## src/rtl/dram_ref_pkg.sv

```systemverilog
package dram_ref_pkg;
  typedef enum logic [1:0] {
    ST_IDLE = 2'd0,
    ST_CAS  = 2'd1,
    ST_RAS  = 2'd2,
    ST_PRE  = 2'd3
  } ref_state_e;
endpackage

```

## src/rtl/dram_ref_timer.sv

```systemverilog
module dram_ref_timer #(
  parameter int PRE_W  = 4,
  parameter int RATE_W = 8
) (
  input  logic              clk_i,
  input  logic              rst_ni,
  input  logic              wr_i,
  input  logic [RATE_W-1:0] wdata_i,
  input  logic              start_i,
  output logic [RATE_W-1:0] rate_o,
  output logic              pend_o
);
  logic [PRE_W-1:0]  pre_q;
  logic [RATE_W-1:0] cnt_q, rate_q;
  logic              pend_q;
  logic              tick, expire;

  assign tick   = &pre_q;
  assign expire = tick && (cnt_q == '0);

  // No reset: the interval survives every reset
  always_ff @(posedge clk_i) begin
    if (wr_i) begin
      rate_q <= wdata_i;
      pre_q  <= '0;
      cnt_q  <= wdata_i;
    end else begin
      pre_q <= pre_q + 1'b1;
      if (tick) cnt_q <= expire ? rate_q : cnt_q - 1'b1;
    end
    pend_q <= (pend_q && !start_i) || expire || wr_i;
  end

  assign rate_o = rate_q;
  assign pend_o = pend_q;

  a_r2_write_sets_req: assert property (@(posedge clk_i) disable iff (!rst_ni)
    wr_i |=> pend_q);
  a_r1_cnt_bounded: assert property (@(posedge clk_i) disable iff (!rst_ni)
    $past(wr_i) |-> cnt_q <= rate_q);
endmodule

```

## src/rtl/dram_ref_seq.sv

```systemverilog
module dram_ref_seq
  import dram_ref_pkg::*;
#(
  parameter int NUM_BANKS = 2,
  parameter int NUM_LANES = 2,
  parameter int RAS_HOLD  = 2
) (
  input  logic                 clk_i,
  input  logic                 rst_ni,
  input  logic                 start_i,
  output logic                 active_o,
  output logic                 done_o,
  output logic [NUM_BANKS-1:0] ras_n_o,
  output logic [NUM_LANES-1:0] cas_n_o
);
  localparam int HOLD_W = $clog2(RAS_HOLD + 1);

  ref_state_e        st_q, st_d;
  logic [HOLD_W-1:0] hold_q, hold_d;
  logic              done_q, cas_on_d, ras_on_d;

  always_comb begin
    st_d   = st_q;
    hold_d = hold_q;
    case (st_q)
      ST_IDLE: if (start_i) st_d = ST_CAS;
      ST_CAS: begin
        st_d   = ST_RAS;
        hold_d = HOLD_W'(RAS_HOLD - 1);
      end
      ST_RAS: begin
        if (hold_q == '0) st_d = ST_PRE;
        else hold_d = hold_q - 1'b1;
      end
      default: st_d = ST_IDLE;
    endcase
  end

  assign cas_on_d = (st_d == ST_CAS) || (st_d == ST_RAS);
  assign ras_on_d = (st_d == ST_RAS);

  // Sequencer runs through reset by design
  always_ff @(posedge clk_i) begin
    st_q   <= st_d;
    hold_q <= hold_d;
    done_q <= (st_q == ST_PRE);
  end

  for (genvar b = 0; b < NUM_BANKS; b++) begin : g_bank
    logic ras_n_q;
    always_ff @(posedge clk_i) ras_n_q <= !ras_on_d;
    assign ras_n_o[b] = ras_n_q;
  end

  for (genvar l = 0; l < NUM_LANES; l++) begin : g_lane
    logic cas_n_q;
    always_ff @(posedge clk_i) cas_n_q <= !cas_on_d;
    assign cas_n_o[l] = cas_n_q;
  end

  assign active_o = (st_q != ST_IDLE);
  assign done_o   = done_q;

  a_r6_ras_inside_cas: assert property (@(posedge clk_i) disable iff (!rst_ni)
    !ras_n_o[0] |-> !cas_n_o[0]);
  a_r6_cas_leads_ras: assert property (@(posedge clk_i) disable iff (!rst_ni)
    $fell(ras_n_o[0]) |-> $past(!cas_n_o[0]));
  a_r6_done_strobes_idle: assert property (@(posedge clk_i) disable iff (!rst_ni)
    done_o |-> (ras_n_o[0] && cas_n_o[0]));
endmodule

```

## src/rtl/dram_ref_arb.sv

```systemverilog
module dram_ref_arb (
  input  logic clk_i,
  input  logic rst_ni,
  input  logic pend_i,
  input  logic free_i,
  input  logic active_i,
  input  logic bg_int_i,
  input  logic bgack_i,
  output logic start_o,
  output logic bg_o
);
  logic bg_q;

  // A grant seen first wins over a refresh
  assign start_o = pend_i && free_i && !active_i && !bg_int_i && !bgack_i;

  always_ff @(posedge clk_i or negedge rst_ni) begin
    if (!rst_ni) bg_q <= 1'b0;
    else         bg_q <= bg_int_i && !active_i;
  end

  assign bg_o = bg_q;

  a_r9_grant_held: assert property (@(posedge clk_i) disable iff (!rst_ni)
    active_i |-> !bg_o);
  a_r11_grant_follows: assert property (@(posedge clk_i) disable iff (!rst_ni)
    (!active_i && bg_int_i) |=> bg_o);
endmodule

```

## src/rtl/dram_refresh_ctrl.sv

```systemverilog
module dram_refresh_ctrl #(
  parameter int PRE_W     = 4,
  parameter int RATE_W    = 8,
  parameter int NUM_BANKS = 2,
  parameter int NUM_LANES = 2,
  parameter int RAS_HOLD  = 2
) (
  input  logic                 clk_i,
  input  logic                 rst_ni,
  input  logic                 cfg_wr_i,
  input  logic [RATE_W-1:0]    cfg_wdata_i,
  output logic [RATE_W-1:0]    cfg_rdata_o,
  input  logic                 dram_free_i,
  output logic                 ref_req_o,
  output logic                 ref_done_o,
  input  logic                 cpu_bg_i,
  input  logic                 ext_bgack_i,
  output logic                 ext_bg_o,
  output logic [NUM_BANKS-1:0] ras_n_o,
  output logic [NUM_LANES-1:0] cas_n_o
);
  logic pend, start, active;

  dram_ref_timer #(.PRE_W(PRE_W), .RATE_W(RATE_W)) u_timer (
    .clk_i   (clk_i),
    .rst_ni  (rst_ni),
    .wr_i    (cfg_wr_i),
    .wdata_i (cfg_wdata_i),
    .start_i (start),
    .rate_o  (cfg_rdata_o),
    .pend_o  (pend)
  );

  dram_ref_arb u_arb (
    .clk_i    (clk_i),
    .rst_ni   (rst_ni),
    .pend_i   (pend),
    .free_i   (dram_free_i),
    .active_i (active),
    .bg_int_i (cpu_bg_i),
    .bgack_i  (ext_bgack_i),
    .start_o  (start),
    .bg_o     (ext_bg_o)
  );

  dram_ref_seq #(.NUM_BANKS(NUM_BANKS), .NUM_LANES(NUM_LANES), .RAS_HOLD(RAS_HOLD)) u_seq (
    .clk_i    (clk_i),
    .rst_ni   (rst_ni),
    .start_i  (start),
    .active_o (active),
    .done_o   (ref_done_o),
    .ras_n_o  (ras_n_o),
    .cas_n_o  (cas_n_o)
  );

  assign ref_req_o = pend;

  a_r5_start_when_free: assert property (@(posedge clk_i) disable iff (!rst_ni)
    $fell(cas_n_o[0]) |-> $past(dram_free_i && ref_req_o));
  a_r10_no_start_on_handoff: assert property (@(posedge clk_i) disable iff (!rst_ni)
    $fell(cas_n_o[0]) |-> $past(!cpu_bg_i && !ext_bgack_i));
endmodule

```

## config.mk

```make
export PLATFORM = sky130hd
export DESIGN_NAME = dram_refresh_ctrl
export DESIGN_NICKNAME = d
export VERILOG_FILES = /design/src/rtl/dram_ref_pkg.sv /design/src/rtl/dram_ref_timer.sv /design/src/rtl/dram_ref_seq.sv /design/src/rtl/dram_ref_arb.sv /design/src/rtl/dram_refresh_ctrl.sv
export SDC_FILE = /design/constraint.sdc
export NUM_CORES = 1
export LEC_CHECK = 0
export BUFFER_PORTS_ARGS = -buffer_cell sky130_fd_sc_hd__clkbuf_2
export CAP_MARGIN = 20
export CORE_ASPECT_RATIO = 1.1
export CORE_MARGIN = 2
export CORE_UTILIZATION = 35
export DETAILED_ROUTE_END_ITERATION = 16
export GPL_TIMING_DRIVEN = 1
export PLACE_DENSITY_LB_ADDON = 0.08
export SETUP_SLACK_MARGIN = 0.3
export SYNTH_ARGS = -nofsm -noshare
export SYNTH_HDL_FRONTEND = slang
export SYNTH_SLANG_ARGS = --single-unit
export TNS_END_PERCENT = 30
```

## constraint.sdc

```tcl
create_clock -name clk_i -period 2.1 [get_ports clk_i]
set_input_delay 0.315 -clock clk_i [delete_from_list [all_inputs] [get_ports clk_i]]
set_output_delay 0.315 -clock clk_i [all_outputs]
set_load 0.05 [all_outputs]
```

==> results of run 1 <==
## flip-flops by register name, summed over array words and instances, names as in the netlist
| name | flops |
|---|---|
| u_timer.pre_q | 4 |
| u_seq.done_o | 1 |
| u_seq.g_lane.cas_n_q | 1 |
| u_seq.st_q | 2 |
| u_arb.bg_o | 1 |
| u_timer.cnt_q | 8 |
| u_seq.hold_q | 2 |
| u_timer.rate_o | 8 |
| u_timer.pend_o | 1 |
| u_seq.g_bank.ras_n_q | 1 |
## layout make-up
cell class	count	share of cell area, %
sequential	29	43.07
multi-input combinational	73	31.53
timing repair buffer	41	13.72
clock buffer	7	5.419
tap	52	3.659
inverter	11	2.322
clock inverter	1	0.2815
## worst register-to-register path, delay by kind of cell, from the launching register on
kind / cells / cell delay (ns)
buffers and inverters: 1 / 0.18
DFF: 1 / 0.39
muxes: 2 / 0.26
and+or+nand+nor: 2 / 0.74
## path summary, 6_finish.rpt
path | end | from | cells past startpoint | slack [ns]
worst max-delay path | u_timer.cnt_q[0] | u_timer.cnt_q[4] | 5 | 0.28
worst min-delay path | u_timer.rate_o[6] | cfg_wdata_i[6] | 1 | 0.22
worst max register to register | u_timer.cnt_q[0] | u_timer.cnt_q[4] | 5 | 0.28
worst min register to register | u_timer.pre_q[0] | u_timer.pre_q[0] | 1 | 0.46
max in group asynchronous | u_arb.bg_o | rst_ni | 2 | 1.68
min in group asynchronous | u_arb.bg_o | rst_ni | 2 | 0.34
## logic make-up after synthesis
family	after synthesis
compound gates	15
simple gates	36
xor+xnor	6
mux	6
fa+ha+maj	10
flops	29
buf+inv	18
## report_power, final
part	total [mW]	switching [mW]	internal, mW	leakage (nW)
registers	0.789	0.0596	0.729	0.272
logic	0.595	0.411	0.184	0.455
clock network	0.504	0.209	0.296	0.0542
total	1.89	0.679	1.21	0.781
## per-layer routing
metal / track usage (%) / share of wire [%] / wire [um]
met5: 0 / 0 / 0
met4: 7.092 / 2.4 / 61
met3: 5.153 / 5.2 / 132
met2: 21.88 / 49 / 1235
met1: 13.95 / 44 / 1115
## per-stage QoR
stage,worst slack (ns),util (%),instances,hold slack [ns],area (um^2)
detailed placement,0.1682,40.93,198,0.09107,1598
floorplan,0.2602,-,120,0.01941,1404
global placement,0.2244,40.93,198,0.09003,1598
finish,0.2806,45.54,214,0.2243,1778
CTS,0.2198,44.74,212,0.2110,1747
global route,0.1811,45.54,214,0.2172,1778
## synth_stat cells (all sizes together)
library cell,number
nor3b,2
xnor2,1
edfxtp,18
or4,2
dfxtp,10
o21bai,1
a31oi,1
nand3,2
and2,1
o31ai,1
a211o,1
nor4,1
or3,2
a22o,1
inv,11
nand2b,3
nor3,3
a31o,1
o21ai,5
a221oi,1
buf,6
mux2i,6
clkbuf,1
ha,10
nor2b,4
o31a,1
xor2,5
nand2,6
nor2,9
a21oi,2
nand4,1
dfrtp,1
## what timing repair did
action,CTS,global route
endpoints found under the setup margin,7,8
setup buffers,5,2
hold buffers,1,0
hold endpoints to repair,1,0
resized for setup,0,4
==> results.tsv, run 1 <==
metric	value	unit
slew_violations	0	
synth_top_family_by_area	simple AND/OR/NAND/NOR gates	
cts_buffer_depth	2	
path_class	reg -> reg	
multiInputGateArea	560.5	um^2
layout_min_cycle_time	1.819	ns
final_common_cell	clkbuf_2	
drt-total-wl	2545	um
synth_compound_area_share	8.021	%
die_area	0.004534	mm^2
drive_above_1_share	34.57	%
critPathCaptureType	register	
wl_per_cell	11.89	um
n_antenna_cell	0	
cts_tree	built	
grt_remaining_overflow	0	
leakage	0.7808	nW
portBuffers	28	
fp-row-count	24	
synthesis.area	0.001404	mm^2
layout_common_cells	28 x clkbuf_2, 18 x edfxtp_1, 11 x buf_4	
start_util	35.96	%
coreArea	0.003904	mm^2
drt_iter0_drc	33	
fp.dieH	70.43	um
grt_pass1_vias	967	
rsz0062_at_grt	true	
synth_seq_area_share	54.55	%
grt_start_max_net_pins	18	
synth_fp_nets	144	
path_delay_family	simple AND/OR/NAND/NOR gates	
clock-sinks	29	
ir_worst_vdd	0.0006792	V
area_growth	26.65	%
hold_class	in -> reg	
yosys_warnings	0	
root_buffer	clkbuf_8	
yosysUniqueCellTypes	36	
synth_top_area_cell	edfxtp_1	
synthCells	120	
seqCellArea	765.7	um^2
powerDensity	1062	mW/mm^2
drcViolationCount	0	
clock_latency	0.28	ns
htree_num_levels	2	
synthAdderAreaFrac	8.913	%
synth.top_cell.area_share	38.50	%
power	1.888	mW
period_share	86.64	%
grt_use_total	13.06	%
muxShareOfSynthArea	4.278	%
finalNetCount	185	
pin_count	29	
synth_xor_area_share	3.743	%
cp.arrival	1.84	ns
fin_setup_tns	0	ns
crit_path_frequent_cell	mux2i_1	
antenna_left	0	
crit_path_cell_trace	or4_4 -> nor4_4 -> buf_6 -> mux2i_1 -> mux2i_1	
status	finished, final reports clean	
worst_pin_slew	0.4137	ns
antenna_found_initial	0	
grt_pass1_wl	4381	um
crit_buf_inv	1	
die_w	64.39	um
place_congestion	0.7520	
clkTransAtPathRegs	0.06	ns
synth_area_per_cell	11.70	um^2
vias_per_cell	4.598	
crit_path_top_delay_cell	or4_4	
num_vias	984	
slowest_delay	0.56	ns
finClkSkew	0.005001	ns
cts_buffers	5	
fmax	549.6	MHz
synthTopCellsByArea	edfxtp_1 39%, dfxtp_1 14%, ha_1 8.9%	
maxCapViolCount	0	
setup_violations	0	
path_max_fanout	8	
hold_viol	0	
synthSimpleGateAreaFrac	14.08	%
synth-seq-cells	29	
crit_path_start_kind	register	
dr.pass1.iters	4	
relSlewSlack	72.42	%
place_hpwl	1921	um
cp.required	2.12	ns
nFillCells	384	
No activity file was read; power rests on OpenSTA's default activity.
==> run 2: changes to the inputs <==
--- a/config.mk
+++ b/config.mk
@@ -13,4 +13,5 @@
 export DETAILED_ROUTE_END_ITERATION = 16
 export GPL_TIMING_DRIVEN = 1
+export HOLD_SLACK_MARGIN = 0.12
 export PLACE_DENSITY_LB_ADDON = 0.08
 export SETUP_SLACK_MARGIN = 0.3
==> constraint.sdc (replaced) <==
create_clock -name clk_i -period 2.1 [get_ports clk_i]
set_input_delay 0.42 -clock clk_i [delete_from_list [all_inputs] [get_ports clk_i]]
set_output_delay 0.42 -clock clk_i [all_outputs]
set_load 0.05 [all_outputs]
==> results.tsv, run 2 (synthesis results as in run 1) <==
metric	value	unit
dr.pass1.iters	4	
wl_per_cell	11.89	um
placed_area	0.001598	mm^2
clock-sinks	29	
r2r-start	u_timer.cnt_q[4]	
worst-r2r-setup-slack	0.26	ns
grt_pass1_vias	991	
fmax	544.0	MHz
r2r_cells	5	
cp.required	2.14	ns
drive_above_1_share	34.76	%
relSlewSlack	70.68	%
leakage	0.7818	nW
drcViolationCount	0	
critPathCaptureType	register	
clkTransAtPathRegs	0.07	ns
grt_remaining_overflow	0	
die_area	0.004534	mm^2
design_area	0.001774	mm^2
path_class	reg -> reg	
startpoint	u_timer.cnt_q[4]	
hold_slack	0.3262	ns
rsz0062_at_grt	true	
dp_cells	198	
cts_buffer_depth	2	
vias_per_cell	4.579	
cts_buffers	5	
portBuffers	28	
regToRegEndpoint	u_timer.cnt_q[0]	
pin_count	29	
grt_pass1_wl	4367	um
crit_path_start_kind	register	
ir_worst_vdd	0.0006901	V
layout_min_cycle_time	1.838	ns
slew_violations	0	
place_hpwl	1904	um
hold_class	in -> reg	
root_buffer	clkbuf_8	
clock_latency	0.28	ns
cp.arrival	1.87	ns
fin_cells	216	
finalNetCount	187	
fp-row-count	24	
coreArea	0.003904	mm^2
status	finished, final reports clean	
powerDensity	1024	mW/mm^2
grt_start_max_net_pins	17	
fin_setup_tns	0	ns
die_w	64.39	um
antenna_found_initial	0	
period_share	87.54	%
start_util	35.96	%
num_vias	989	
finClkSkew	0.01153	ns
path_max_fanout	6	
antenna_left	0	
fp.dieH	70.43	um
hold_viol	0	
setup_violations	0	
grt_use_total	12.95	%
n_antenna_cell	0	
maxCapViolCount	0	
nFillCells	388	
htree_num_levels	2	
crit_path_end	u_timer.cnt_q[0]	
place_congestion	0.7490	
final_common_cell	clkbuf_2	
drt-total-wl	2569	um
layout_common_cells	28 x clkbuf_2, 18 x edfxtp_1, 13 x buf_4	
seqCellArea	765.7	um^2
area_growth	26.38	%
worst_pin_slew	0.4398	ns
drt_iter0_drc	23	
cts_tree	built	
multiInputGateArea	560.5	um^2
-- run 2: changes by cell type in the layout (fill, tap and decap cells not counted), sizes merged --
cell	change
buf	+2
clkinv	+1
clkbuf	-1
-- run 2: where the power goes --
group | leakage (nW) | internal (mW) | switching (mW)
clock | 0.0450 | 0.229 | 0.207
combinational | 0.465 | 0.185 | 0.410
sequential | 0.272 | 0.729 | 0.0567
-- run 2: critical path: stages, from the launching register on --
cell	delay, ns
edfxtp_1	0.38
or4_4	0.56
nor4_4	0.18
buf_6	0.17
mux2i_1	0.21
mux2i_1	0.09
-- run 2: metal layers --
layer	GRT usage [%]	part of all wire (%)
met5	0	0
met4	7.092	2.5
met3	5.314	5.3
met2	22.11	51
met1	13.29	41
-- run 2: final cells by class --
type	count	share of cell area, %
tap	52	3.667
sequential	29	43.16
clock inverter	2	0.5642
timing repair buffer	43	14.60
multi-input combinational	73	31.59
inverter	11	2.327
clock buffer	6	4.090
-- run 2: worst min-delay path by stage --
stage,startpoint,endpoint,depth (start not counted)
2_1_floorplan,rst_ni,u_arb.bg_o,0
3_3_place_gp,rst_ni,u_arb.bg_o,1
3_5_place_dp,rst_ni,u_arb.bg_o,1
4_1_cts,cfg_wdata_i[7],u_timer.rate_o[7],1
5_1_grt,cfg_wdata_i[7],u_timer.rate_o[7],1
6_report,cfg_wdata_i[7],u_timer.rate_o[7],1
-- run 2: timing repair --
item	4_1_cts	5_1_grt
hold buffers	1	0
buffers inserted	6	3
endpoints found under the setup margin	7	8
gates resized for setup	0	4
pin swaps	0	0
hold endpoints to repair	1	0
-- run 2: stage by stage --
step	power (mW)	utilization, %	worst slack, ns
2_1_floorplan	1.296	-	0.2602
3_3_place_gp	1.378	40.93	0.2214
3_5_place_dp	1.392	40.93	0.1267
4_1_cts	1.840	44.46	0.2113
5_1_grt	1.942	45.45	0.1546
6_report	1.817	45.45	0.2618
